`src/rtl/sd_cmd_pkg.sv`:
```
`timescale 1ns/1ps
package sd_cmd_pkg;
  localparam int WORD_W   = 16;
  localparam int ARG_W    = 32;
  localparam int RSP_W    = 32;
  localparam int STAT_W   = 12;
  localparam int CODE_LSB = 8;
  localparam int DATA_BIT = 11;
  localparam int READ_BIT = 12;
  localparam logic [2:0] CODE_BASE = 3'd3;
  localparam logic [2:0] KIND_MAX  = 3'd4;

  localparam int SB_RSP_END  = 0;
  localparam int SB_DATA_END = 1;
  localparam int SB_RX_RDY   = 2;
  localparam logic [STAT_W-1:0] ERR_MASK = 12'hFF8;

  typedef enum logic [2:0] {
    RES_RSP   = 3'd0,
    RES_RXRDY = 3'd1,
    RES_DEND  = 3'd2,
    RES_ERR   = 3'd3,
    RES_TMO   = 3'd4,
    RES_REJ   = 3'd5
  } result_e;

  typedef enum logic [2:0] {
    ST_IDLE, ST_ARG_LO, ST_ARG_HI, ST_CMD, ST_WAIT
  } state_e;
endpackage

```
`src/rtl/sd_cmd_word.sv`:
```
`timescale 1ns/1ps
module sd_cmd_word
  import sd_cmd_pkg::*;
#(
  parameter int unsigned OPC_W = 6
) (
  input  logic [OPC_W-1:0]  opcode_i,
  input  logic [2:0]        kind_i,
  input  logic              data_i,
  input  logic              read_i,
  output logic [WORD_W-1:0] word_o,
  output logic              ok_o
);
  logic [2:0] code;

  always_comb begin
    ok_o = (kind_i <= KIND_MAX);
    code = kind_i + CODE_BASE;
    word_o = '0;
    word_o[OPC_W-1:0] = opcode_i;
    word_o[CODE_LSB +: 3] = code;
    word_o[DATA_BIT] = data_i;
    word_o[READ_BIT] = read_i;
  end
endmodule

```
`src/rtl/sd_evt_status.sv`:
```
`timescale 1ns/1ps
module sd_evt_status
  import sd_cmd_pkg::*;
(
  input  logic              clk_i,
  input  logic              rst_ni,
  input  logic [STAT_W-1:0] set_i,
  input  logic              clr_stale_i,
  input  logic              service_i,
  output logic [STAT_W-1:0] stat_o,
  output logic              pending_o,
  output result_e           pick_o
);
  logic [STAT_W-1:0] clr_pick, clr_all;

  // fixed service order: errors, response end, rx ready, data end
  always_comb begin
    clr_pick  = '0;
    pick_o    = RES_RSP;
    pending_o = 1'b1;
    if (|(stat_o & ERR_MASK)) begin
      pick_o   = RES_ERR;
      clr_pick = stat_o & ERR_MASK;
    end else if (stat_o[SB_RSP_END]) begin
      pick_o = RES_RSP;
      clr_pick[SB_RSP_END] = 1'b1;
    end else if (stat_o[SB_RX_RDY]) begin
      pick_o = RES_RXRDY;
      clr_pick[SB_RX_RDY] = 1'b1;
    end else if (stat_o[SB_DATA_END]) begin
      pick_o = RES_DEND;
      clr_pick[SB_DATA_END] = 1'b1;
    end else begin
      pending_o = 1'b0;
    end
    clr_all = service_i ? clr_pick : '0;
    if (clr_stale_i) clr_all[SB_RSP_END] = 1'b1;
  end

  for (genvar g = 0; g < STAT_W; g++) begin : g_bit
    logic bit_q;
    // a fresh event in the clearing cycle survives
    always_ff @(posedge clk_i or negedge rst_ni) begin
      if (!rst_ni) bit_q <= 1'b0;
      else         bit_q <= (bit_q & ~clr_all[g]) | set_i[g];
    end
    assign stat_o[g] = bit_q;
  end
endmodule

```
`src/rtl/sd_poll_timer.sv`:
```
`timescale 1ns/1ps
module sd_poll_timer #(
  parameter int unsigned LIMIT = 10_000_000
) (
  input  logic clk_i,
  input  logic rst_ni,
  input  logic run_i,
  output logic expired_o
);
  localparam int unsigned CNT_W = (LIMIT > 1) ? $clog2(LIMIT) : 1;
  localparam logic [CNT_W-1:0] LAST = CNT_W'(LIMIT - 1);

  logic [CNT_W-1:0] cnt_q;

  assign expired_o = run_i && (cnt_q == LAST);

  always_ff @(posedge clk_i or negedge rst_ni) begin
    if (!rst_ni)        cnt_q <= '0;
    else if (!run_i)    cnt_q <= '0;
    else if (expired_o) cnt_q <= '0;
    else                cnt_q <= cnt_q + 1'b1;
  end
endmodule

```
`src/rtl/sd_cmd_issue.sv`:
```
`timescale 1ns/1ps
module sd_cmd_issue
  import sd_cmd_pkg::*;
#(
  parameter int unsigned OPC_W         = 6,
  parameter int unsigned ADDR_W        = 8,
  parameter int unsigned ARG_OFS       = 0,
  parameter int unsigned CMD_OFS       = 4,
  parameter int unsigned TIMEOUT_POLLS = 10_000_000
) (
  input  logic              clk_i,
  input  logic              rst_ni,
  input  logic              req_valid_i,
  input  logic [OPC_W-1:0]  req_opcode_i,
  input  logic [ARG_W-1:0]  req_arg_i,
  input  logic [2:0]        req_rsp_kind_i,
  input  logic              req_data_i,
  input  logic              req_read_i,
  output logic              busy_o,
  output logic              refused_o,
  output logic              done_o,
  output logic [2:0]        result_o,
  output logic [RSP_W-1:0]  rsp_o,
  output logic              cmd_wr_o,
  output logic [ADDR_W-1:0] cmd_addr_o,
  output logic [WORD_W-1:0] cmd_wdata_o,
  input  logic [STAT_W-1:0] evt_i,
  input  logic [RSP_W-1:0]  rsp_i,
  output logic [STAT_W-1:0] status_o
);
  localparam int unsigned HALF_W = ARG_W / 2;
  localparam logic [ADDR_W-1:0] A_LO  = ADDR_W'(ARG_OFS);
  localparam logic [ADDR_W-1:0] A_HI  = ADDR_W'(ARG_OFS + HALF_W / 8);
  localparam logic [ADDR_W-1:0] A_CMD = ADDR_W'(CMD_OFS);

  state_e            state_q;
  logic [ARG_W-1:0]  arg_q;
  logic [WORD_W-1:0] word_q;
  logic              done_q, refused_q;
  result_e           result_q;
  logic [RSP_W-1:0]  rsp_q;

  logic [WORD_W-1:0] word_c;
  logic              word_ok;
  logic              accept, reject, in_wait;
  logic              pending, expired;
  result_e           pick;

  sd_cmd_word #(.OPC_W(OPC_W)) u_word (
    .opcode_i (req_opcode_i),
    .kind_i   (req_rsp_kind_i),
    .data_i   (req_data_i),
    .read_i   (req_read_i),
    .word_o   (word_c),
    .ok_o     (word_ok)
  );

  assign in_wait = (state_q == ST_WAIT);
  assign accept  = (state_q == ST_IDLE) && req_valid_i && word_ok;
  assign reject  = (state_q == ST_IDLE) && req_valid_i && !word_ok;

  sd_evt_status u_stat (
    .clk_i       (clk_i),
    .rst_ni      (rst_ni),
    .set_i       (evt_i),
    .clr_stale_i (accept),
    .service_i   (in_wait),
    .stat_o      (status_o),
    .pending_o   (pending),
    .pick_o      (pick)
  );

  sd_poll_timer #(.LIMIT(TIMEOUT_POLLS)) u_tmr (
    .clk_i     (clk_i),
    .rst_ni    (rst_ni),
    .run_i     (in_wait && !pending),
    .expired_o (expired)
  );

  always_ff @(posedge clk_i or negedge rst_ni) begin
    if (!rst_ni) begin
      state_q   <= ST_IDLE;
      arg_q     <= '0;
      word_q    <= '0;
      done_q    <= 1'b0;
      refused_q <= 1'b0;
      result_q  <= RES_RSP;
      rsp_q     <= '0;
    end else begin
      done_q    <= 1'b0;
      refused_q <= req_valid_i && (state_q != ST_IDLE);
      case (state_q)
        ST_IDLE: begin
          if (accept) begin
            arg_q   <= req_arg_i;
            word_q  <= word_c;
            state_q <= ST_ARG_LO;
          end else if (reject) begin
            done_q   <= 1'b1;
            result_q <= RES_REJ;
          end
        end
        ST_ARG_LO: state_q <= ST_ARG_HI;
        ST_ARG_HI: state_q <= ST_CMD;
        ST_CMD:    state_q <= ST_WAIT;
        ST_WAIT: begin
          if (pending) begin
            done_q   <= 1'b1;
            result_q <= pick;
            if (pick == RES_RSP) rsp_q <= rsp_i;
            state_q  <= ST_IDLE;
          end else if (expired) begin
            done_q   <= 1'b1;
            result_q <= RES_TMO;
            state_q  <= ST_IDLE;
          end
        end
        default: state_q <= ST_IDLE;
      endcase
    end
  end

  always_comb begin
    cmd_wr_o    = 1'b0;
    cmd_addr_o  = A_LO;
    cmd_wdata_o = arg_q[HALF_W-1:0];
    case (state_q)
      ST_ARG_LO: cmd_wr_o = 1'b1;
      ST_ARG_HI: begin
        cmd_wr_o    = 1'b1;
        cmd_addr_o  = A_HI;
        cmd_wdata_o = arg_q[ARG_W-1:HALF_W];
      end
      ST_CMD: begin
        cmd_wr_o    = 1'b1;
        cmd_addr_o  = A_CMD;
        cmd_wdata_o = word_q;
      end
      default: ;
    endcase
  end

  assign busy_o    = (state_q != ST_IDLE);
  assign refused_o = refused_q;
  assign done_o    = done_q;
  assign result_o  = result_q;
  assign rsp_o     = rsp_q;
endmodule

```
`config.mk`:
```
export PLATFORM = sky130hd
export DESIGN_NAME = sd_cmd_issue
export DESIGN_NICKNAME = d
export VERILOG_FILES = /design/src/rtl/sd_cmd_pkg.sv /design/src/rtl/sd_cmd_word.sv /design/src/rtl/sd_evt_status.sv /design/src/rtl/sd_poll_timer.sv /design/src/rtl/sd_cmd_issue.sv
export SDC_FILE = /design/constraint.sdc
export NUM_CORES = 1
export LEC_CHECK = 0
export BUFFER_PORTS_ARGS = -buffer_cell sky130_fd_sc_hd__buf_2
export CAP_MARGIN = 10
export CORE_UTILIZATION = 40
export CTS_CLUSTER_SIZE = 16
export DETAILED_ROUTE_END_ITERATION = 8
export GPL_TIMING_DRIVEN = 0
export PLACE_DENSITY = 0.74
export SLEW_MARGIN = 40
export SYNTH_ARGS = -nofsm -noshare
export SYNTH_HDL_FRONTEND = slang
export SYNTH_SLANG_ARGS = --single-unit
```
`constraint.sdc`:
```
create_clock -name clk_i -period 3 [get_ports clk_i]
set_input_delay 0.6 -clock clk_i [delete_from_list [all_inputs] [get_ports clk_i]]
set_output_delay 0.6 -clock clk_i [all_outputs]
set_load 0.02 [all_outputs]
```
==> metrics.txt, run 1 <==
outcome=completed; CP peak stage delay=0.46 ns; num ports=around 170; number of global-route vias before repair=roughly 4100; commonest non-fill, non-tap cell in the layout=buf_2; Fin. Hold Viols=0; H-tree depth=4; R2R Path Start=state_q[0]; nets=around 720; PD cells=between 800 and 900 nW/um^2; Final ANT Viol Nets=0; synthesized area=5340 sq um; P_leak=about 3.3 nW; cell family with most CP delay=buffers and inverters; Num Clock Sinks=about 120; antenna violations before repair=0; row cnt=41; dpl hpwl=8820 um; I/O Buffers=between 150 and 200; share of post-route cells with drive strength above 1=46.7%; chip height=about 120 um; Clk Latency, worst-skew pair=around 0.42 ns; total power=just over 6 mW; Synth Warn #=0; initial core utilization=41.6%; die area=between 10000 and 15000 sq um; GPL Wtd Cong=between 0.8 and 0.9; Max transition margin=54.0%; critical setup path kind=flop to primary output; post-CTS setup buffer count=0; Critical Path Start=state_q[2]; WP data required=about 2.4 ns; Peak VDD IR=approximately 0.75 mV; DRC errors left=0; worst hold path class=input port to asynchronous set/reset pin; critical-path cell list=nand2b_1, clkbuf_1, clkbuf_1, nand2_1, o21ai_0, buf_2; commonest non-fill, non-tap cells in the layout=buf_2 (158), dfrtp_1 (119), mux2_2 (72); core area=around 13000 sq um; Congestion Overflow GR=0; GRT met2 Usage=about 30%; cell repeated most along the worst path=clkbuf_1; Yosys top cell area share=between 50 and 60%; achievable frequency=roughly 360 MHz; Clock Tree Buf Depth=2; largest net degree at the start of global routing=67; filler cell count=between 1000 and 1500; number of setup violations in the final report=0; Bufs and invs on worst path=3; Seq/Total Area, Yosys=between 50% and 60%; Total GRT Usage=a little under a fifth; Via density=about 4.8; via count=between 3000 and 4000; EDFF count, synth=0; first-pass GRT wire length=between 20000 and 25000 um; FF+latch count, synth=119; cts bufs inserted=17; Slew Limit Fails=0; final std cells w/o fill=810; CTS tree=built; synth top area cells=dfrtp_1 (56%), mux2_2 (15%), xor2_1 (3.0%), nand2_1 (2.8%), nor2_1 (2.7%); crit path max fanout=10; fin crit period=approximately 2.8 ns; Yosys top cell by area=dfrtp_1; First-pass DRT Iterations=4; maxcap violations=0; Final period util=91.7%; worst-margin pin slew=0.690 ns; placed insts=slightly below 800; GRT Max-Usage Layer=met2; wire length per cell=about 15 um; initial DRC count=around 150; Synth Flop Type=dfrtp_1; drt total wl=around 12000 um; Crit path arrival time=2.15 ns; post-synth cell types=slightly above 40; Mean Syn Cell Area=between 10 and 15 sq um; Slowest-stage cell, CP=dfrtp_1; clock-pin slew on the worst setup and hold paths=0.06 ns; Critical Path End Type=primary output; GRT met3 Usage=approximately 8.6%; Clock Skews=between 0.01 and 0.015 ns; antenna cells=0; RSZ-0062 raised after global routing=false; cts hold-fix bufs=0; clock root cell=clkbuf_16; Syn Inst Count=442; Synth async-reset ratio=between 90% and 100%; crit start category=flop; synthesis-to-layout area growth=31.6%; Die Wd=approximately 120 um; Global Route met1 Usage=roughly a fifth
## layout make-up
type | count | area [sq um] | share of cell area [%]
Tap cell | 172 | 215 | 3.06
Multi-Input combinational cell | 284 | 2120 | 30.1
Buffer | 37 | 248 | 3.52
Inverter | 7 | 26.3 | 0.374
Timing Repair Buffer | 159 | 828 | 11.8
Clock buffer | 23 | 498 | 7.08
Sequential cell | 119 | 2980 | 42.4
Clock inverter | 9 | 120 | 1.71
## cells by family (layout without fill, tap and decap cells)
logic type | after synthesis | count (layout) | share of synthesized area [%]
xor gates and xnor gates | 24 | 24 | 3.94
adders and majority gates | 3 | 3 | 0.703
other | 1 | 6 | 0.0702
muxes | 84 | 84 | 17.4
AOI/OAI and AO/OA | 38 | 38 | 4.36
and+or+nand+nor | 129 | 129 | 12.7
buffers and inverters | 44 | 235 | 5.08
DFF | 119 | 119 | 55.8
## final timing paths
path                       slack, ns  cells after the start                endpoint
min                             0.12                      1               rsp_o[14]
max                             0.25                      6         cmd_wdata_o[11]
min reg2reg                     0.49                      2               word_q[8]
min in group clk_i              0.36                      2  u_stat.g_bit[11].bit_q
max reg2reg                     0.63                      6               arg_q[23]
max in group asynchronous       2.24                      2               arg_q[17]
## metrics by stage
stage          setup WS, ns  utilization, %  cell area (sq um)  setup TNS [ns]  hold slack (ns)
4_1_cts              0.0949            54.8               7030               0            0.142
2_1_floorplan         0.736               -               5360               0            0.304
3_5_place_dp          0.373            50.0               6410               0            0.480
5_1_grt              0.0844            54.8               7030               0            0.159
3_3_place_gp        -0.0765            49.6               6370           -8.47            0.463
6_report              0.250            54.8               7030               0            0.122
## routing by layer
metal  vias up  wire [um]
li1       1871          -
met1      1917       5070
met5         -          0
met2       128       5900
met3         9        967
met4         0        107
## cell usage after synthesis (3+ instances only)
cell type and instances:
dfrtp_1 119, o21ai_0 21, and4_1 4, nand2_1 40, clkbuf_1 12, mux2i_1 12
nor2_1 38, buf_6 5, nand4_1 4, buf_4 18, and2_1 3, xor2_1 18
nand3_1 14, mux2_2 72, xnor2_1 6, ha_1 3, inv_1 7, a21o_1 10
nor4_1 4, nand2b_1 3
## report_power, final
group          switching [mW]  internal [mW]  total (mW)
sequential              0.223           1.99        2.22
clock                   0.684           1.40        2.09
combinational            1.04          0.764        1.81
## what timing repair did
item | CTS | global route
cloned | 0 | 0
setup endpoints to repair | 4 | 6
gates resized for setup | 1 | 2
## flip-flops by register name, indices dropped and copies added, names as in the netlist, 3 cells and up
signal and flops:
word_q 11, u_stat.g_bit.bit_q 12, u_tmr.cnt_q 24, arg_q 32
state_q 3, result_o 3, rsp_o 32
Note: power is estimated with default switching activity, not from simulation.
==> run 2, diff against run 1 <==
--- a/config.mk
+++ b/config.mk
@@ -11,8 +11,9 @@
 export CTS_CLUSTER_SIZE = 16
 export DETAILED_ROUTE_END_ITERATION = 8
 export GPL_TIMING_DRIVEN = 0
-export PLACE_DENSITY = 0.74
+export PLACE_DENSITY = 0.66
 export SLEW_MARGIN = 40
 export SYNTH_ARGS = -nofsm -noshare
 export SYNTH_HDL_FRONTEND = slang
+export SYNTH_HIERARCHICAL = 1
 export SYNTH_SLANG_ARGS = --single-unit
==> run 2 against run 1 <==
Effect of this change:
- area after synthesis is 9.2% higher
- synthesized cell count up 7.9%
- clock power increased by 11%
- largest cell class unchanged
==> metrics.txt, run 2 <==
outcome=completed; Max transition margin=48.2% (-5.7 points); Place WS=-0.421 ns (-0.795 ns); FF+latch count, synth=124 (+4.2%); most common cell in the synthesized netlist=dfrtp_1; Num Clock Sinks=124 (+4.2%); Die Wd=123 um (+4.4%); I/O Buffers=150 (-5.1%); Setup WS post-layout=0.0800 ns (-0.170 ns); synth top area cells=dfrtp_1 (53%), mux2_2 (9.7%), mux2_4 (7.7%), buf_4 (4.1%), mux2i_1 (2.9%); antenna violations before repair=0 (unchanged); initial core utilization=41.5% (-0.12 points); first-pass GRT wire length=21000 um (+4.4%); nets=755 (+5.2%); First-pass DRT Iterations=4 (unchanged); EDFF count, synth=0 (unchanged); worst hold path class=input port to asynchronous set/reset pin; number of setup violations in the final report=0 (unchanged); Seq/Total Area, Yosys=53.2% (-2.5 points); wire length per cell=15.4 um (+3.8%); P_leak=3.75 nW (+14%); row cnt=43 (+4.9%); Syn Inst Count=477 (+7.9%); Synth Flop Type=dfrtp_1; RSZ-0062 raised after global routing=false; synthesis-to-layout area growth=31.0%; WP data required=3.29 ns (+0.89 ns); via count=4176 (+6.4%); Final ANT Viol Nets=0 (unchanged); total power=6.48 mW (+6.0%); Congestion Overflow GR=0 (unchanged); initial DRC count=159 (+9.7%); fin crit period=2.92 ns (+0.170 ns); cts hold-fix bufs=0 (unchanged); Critical Path Start=u_stat/g_bit[3].bit_q; Final period util=97.3% (+5.7 points); Worst R2R Setup Slack=0.08 ns (-0.55 ns); achievable frequency=342 MHz (-5.8%); PD cells=848 nW/um^2 (-2.4%); share of post-route cells with drive strength above 1=47.4% (+0.70 points); Clock Skews=0.0115 ns (-0.000288 ns); Via density=4.88 (+0.80%); Slew Limit Fails=0 (unchanged); R2R Path Start=u_stat/g_bit[3].bit_q; cts bufs inserted=17 (unchanged); core area=14000 sq um (+9.5%); synthesized area=5830 sq um (+9.2%); worst-margin pin slew=0.776 ns (+0.0861 ns); Clk Latency, worst-skew pair=0.42 ns (about the same); CTS tree=built; Synth async-reset ratio=100% (unchanged); CP endpoint=u_tmr/cnt_q[19]; post-synth cell types=46 (+12%); Total GRT Usage=18.5% (-0.072 points); commonest non-fill, non-tap cell in the layout=buf_2; Yosys top cell area share=53.2% (-2.5 points); DRC errors left=0 (unchanged); dpl hpwl=9300 um (+5.4%); crit start category=flop; Mean Syn Cell Area=12.2 sq um (+1.2%); clock-pin slew on the worst setup and hold paths=0.06 ns (about the same); antenna cells=0 (unchanged); GPL Wtd Cong=0.792 (-1.3%); Critical Path End Type=flop; Worst R2R End=u_tmr/cnt_q[19]; H-tree depth=4 (unchanged); critical setup path kind=flop to flop; num ports=165 (unchanged); Worst R2R Path Depth=9 (+3); Yosys top cell by area=dfrtp_1; largest net degree at the start of global routing=76 (+13%); final std cells w/o fill=855 (+5.6%); commonest non-fill, non-tap cells in the layout=buf_2 (150), dfrtp_1 (124), mux2_2 (50); number of global-route vias before repair=4340 (+5.8%); chip height=123 um (+4.4%); die area=15100 sq um (+9.0%); Final TNS setup=0 ns (unchanged); Clock Tree Buf Depth=2 (unchanged); Synth Warn #=6 (+6); crit path max fanout=10 (unchanged); maxcap violations=0 (unchanged); Min Hold Slack=0.169 ns (+0.0465 ns); drt total wl=13200 um (+9.5%); Fin. Hold Viols=0 (unchanged); Peak VDD IR=0.515 mV (-31%); placed insts=818 (+5.1%); clock root cell=clkbuf_16; Crit path arrival time=3.21 ns (+1.06 ns); commonest cells in the netlist=dfrtp_1 (124), mux2_2 (50), buf_4 (32)
run 2: power breakdown:
group | internal (mW) | switching [mW]
Sequential | 2.07 | 0.214
Clock | 1.58 | 0.731
Combinational | 0.835 | 1.05
run 2: stage by stage:
stage,util (%),instance area [sq um]
6_report,54.4,7640
5_1_grt,54.4,7640
4_1_cts,54.3,7630
3_5_place_dp,49.2,6910
3_3_place_gp,48.7,6840
2_1_floorplan,-,5870
run 2: layer usage:
layer | GRT usage [%] | share of wire [%] | vias to the layer above
met1 | 21.8 | 43 | 2045
li1 | - | - | 2000
met5 | 0 | 0 | -
met3 | 6.13 | 6.9 | 13
met4 | 8.00 | 1.3 | 0
met2 | 30.6 | 49 | 118
run 2: critical path: stages (launching register included):
cell and delay, ns:
dfrtp_1 0.39, or4_4 0.55, nor3_4 0.22, nand4b_1 0.16, nor2_2 0.17, nand2_1 0.07
or4_4 0.52, o41ai_4 0.43, buf_6 0.22, a21oi_1 0.06
run 2: kinds of logic (layout without fill, tap and decap cells):
family	Yosys count	count (layout)	synth area share, %
other	3	12	0.193
buffers and inverters	72	261	7.36
adder cells (fa/ha/maj)	3	3	0.644
multiplexers	97	97	20.3
AND/OR/NAND/NOR	109	109	10.2
XOR/XNOR	14	14	2.10
flip-flops	124	124	53.2
AO/OA/AOI/OAI	55	55	6.01
run 2: what timing repair did:
action / CTS / global route
endpoints found under the setup margin: 28 / 25
pin swaps: 4 / 3
gates resized for setup: 4 / 2
buffers inserted: 4 / 1
run 2: layout make-up:
class	instances	area, sq um
fillers	1230	6400
flip-flops and latches	124	3100
multi-input cells	290	2360
repair buffers	157	853
clock buffers	20	447
plain buffers	52	357
well taps	180	225
clock inverters	12	216
inverters	20	75.1
run 2: worst min-delay path by stage:
stage               slack (ns)  cells after the start          end        start
floorplan                 0.30                      0     arg_q[0]       rst_ni
global placement          0.48                      1  result_o[2]  result_o[2]
detailed placement        0.49                      1    rsp_o[10]    rsp_o[10]
CTS                       0.17                      2     rsp_o[7]       rst_ni
global route              0.19                      2       done_o       rst_ni
finish                    0.17                      2  result_o[0]       rst_ni
==> run 3, diff against run 2 <==
--- a/config.mk
+++ b/config.mk
@@ -12,6 +12,8 @@
 export DETAILED_ROUTE_END_ITERATION = 8
 export GPL_TIMING_DRIVEN = 0
 export PLACE_DENSITY = 0.66
+export REMOVE_ABC_BUFFERS = 1
+export SKIP_LAST_GASP = 1
 export SLEW_MARGIN = 40
 export SYNTH_ARGS = -nofsm -noshare
 export SYNTH_HDL_FRONTEND = slang
==> run 3 against run 2 <==
Effect of this change:
- clock-buffer cell count grew 7
- cell area fell by 4.5%
- critical path type unchanged
- sequential cell count stayed put
- clock power decreased by 12%
- cell count is 4.7% lower
- global-route usage is 0.24 points lower
- fmax increased by 2.0%
==> metrics.txt, run 3 (synthesized netlist as in run 2, its figures left out) <==
worst hold path class=input port to asynchronous set/reset pin; initial DRC count=187 (+18%); Setup WS post-layout=0.137 ns (+0.0573 ns); synthesis-to-layout area growth=25.1%; Critical Path Start=u_stat/g_bit[3].bit_q; Num Clock Sinks=124 (unchanged); Final ANT Viol Nets=0 (unchanged); number of global-route vias before repair=4279 (-1.4%); row cnt=43 (unchanged); drt total wl=12600 um (-4.6%); Fin. Hold Viols=0 (unchanged); nets=715 (-5.3%); dpl hpwl=8830 um (-5.1%); crit path max fanout=32 (+22); cts bufs inserted=17 (unchanged); H-tree depth=4 (unchanged); total power=6.10 mW (-5.8%); placed inst area=6620 sq um (-4.2%); P_leak=3.54 nW (-5.4%); Min Hold Slack=0.106 ns (-0.0630 ns); DRC errors left=0 (unchanged); Slowest-stage cell, CP=nand4b_4; cts hold-fix bufs=0 (unchanged); Clock Tree Buf Depth=2 (unchanged); largest net degree at the start of global routing=64 (-16%); Peak VDD IR=0.380 mV (-26%); Critical Path End Type=flop; outcome=completed; Total GRT Usage=18.2% (-0.24 points); critical-path cell list=or4_4, nor3_4, nand3_1, nor2_1, nand4b_4, mux2_4; I/O Buffers=158 (+5.3%); Final TNS setup=0 ns (unchanged); crit start category=flop; maxcap violations=0 (unchanged); First-pass DRT Iterations=6 (+2); R2R Path Start=u_stat/g_bit[3].bit_q; RSZ-0062 raised after global routing=true; initial core utilization=41.5% (unchanged); CP endpoint=rsp_o[11]; share of post-route cells with drive strength above 1=46.1% (-1.3 points); clock root cell=clkbuf_16; num ports=165 (unchanged); Final period util=95.4% (-1.9 points); antenna cells=0 (unchanged); final std cells w/o fill=815 (-4.7%); Clock Skews=0.00928 ns (-0.00222 ns); PD cells=836 nW/um^2 (-1.4%); CTS tree=built; Clk Latency, worst-skew pair=0.42 ns (about the same); Worst R2R End=rsp_o[11]; Bufs and invs on worst path=0 (-1); antenna violations before repair=0 (unchanged); Worst R2R Path Depth=6 (-3); Place WS=-0.582 ns (-0.160 ns); achievable frequency=349 MHz (+2.0%); Worst R2R Setup Slack=0.14 ns (+0.06 ns); CP Depth=6 (-3); worst-margin pin slew=0.806 ns (+0.0296 ns); number of setup violations in the final report=0 (unchanged); wire length per cell=15.4 um (about the same); GPL Wtd Cong=0.751 (-5.2%); chip height=123 um (unchanged); Layout Utilization=51.9% (-2.4 points); placed insts=776 (-5.1%); Slew Limit Fails=0 (unchanged); critical setup path kind=flop to flop; via count=4048 (-3.1%); commonest non-fill, non-tap cell in the layout=buf_2; first-pass GRT wire length=20800 um (-0.85%); WP data required=3.29 ns (about the same); Die Wd=123 um (unchanged); Design Area, Final=7290 sq um (-4.5%); cell family with most CP delay=simple AND/OR/NAND/NOR gates; commonest non-fill, non-tap cells in the layout=buf_2 (157), dfrtp_1 (123), mux2_2 (50); Congestion Overflow GR=0 (unchanged); CP peak stage delay=0.66 ns (+0.11 ns); Max transition margin=46.2% (-2.1 points); Crit path arrival time=3.16 ns (-0.05 ns); core area=14000 sq um (unchanged); die area=15100 sq um (unchanged); clock-pin slew on the worst setup and hold paths=0.05 ns (about the same); Via density=4.97 (+1.7%); fin crit period=2.86 ns (-0.0573 ns)
[run 3: area by class of cell]
type	instances	area, sq um
flip-flops and latches	124	3100
fillers	1218	6750
clock buffers	27	513
repair buffers	169	916
multi-input cells	290	2380
well taps	180	225
clock inverters	5	80.1
inverters	20	75.1
[run 3: per-layer routing]
layer / vias up / GRT usage [%] / wire (um)
met5: - / 0 / 0
met4: 0 / 7.01 / 225
met3: 18 / 7.39 / 897
met2: 138 / 29.7 / 6230
met1: 1980 / 21.3 / 5230
li1: 1912 / - / -
[run 3: worst min-delay path by stage]
stage / from / to / slack (ns) / depth (start not counted)
CTS: rst_ni / u_stat/g_bit[7].bit_q / 0.13 / 1
global placement: arg_q[15] / arg_q[15] / 0.49 / 1
detailed placement: rsp_o[14] / rsp_o[14] / 0.49 / 1
floorplan: rst_ni / arg_q[0] / 0.30 / 0
finish: rst_ni / u_stat/g_bit[7].bit_q / 0.11 / 1
global route: rst_ni / rsp_o[6] / 0.13 / 1
[run 3: what timing repair did]
action / CTS / global route
resized for setup: 5 / 1
pin swaps: 6 / 6
setup endpoints to repair: 28 / 36
buffers inserted: 5 / 2
[run 3: power by group]
group | internal (mW) | leakage [nW] | switching, mW
registers | 2.08 | 1.55 | 0.283
logic | 0.776 | 1.71 | 0.934
clock network | 1.33 | 0.284 | 0.701
total | 4.18 | 3.54 | 1.92
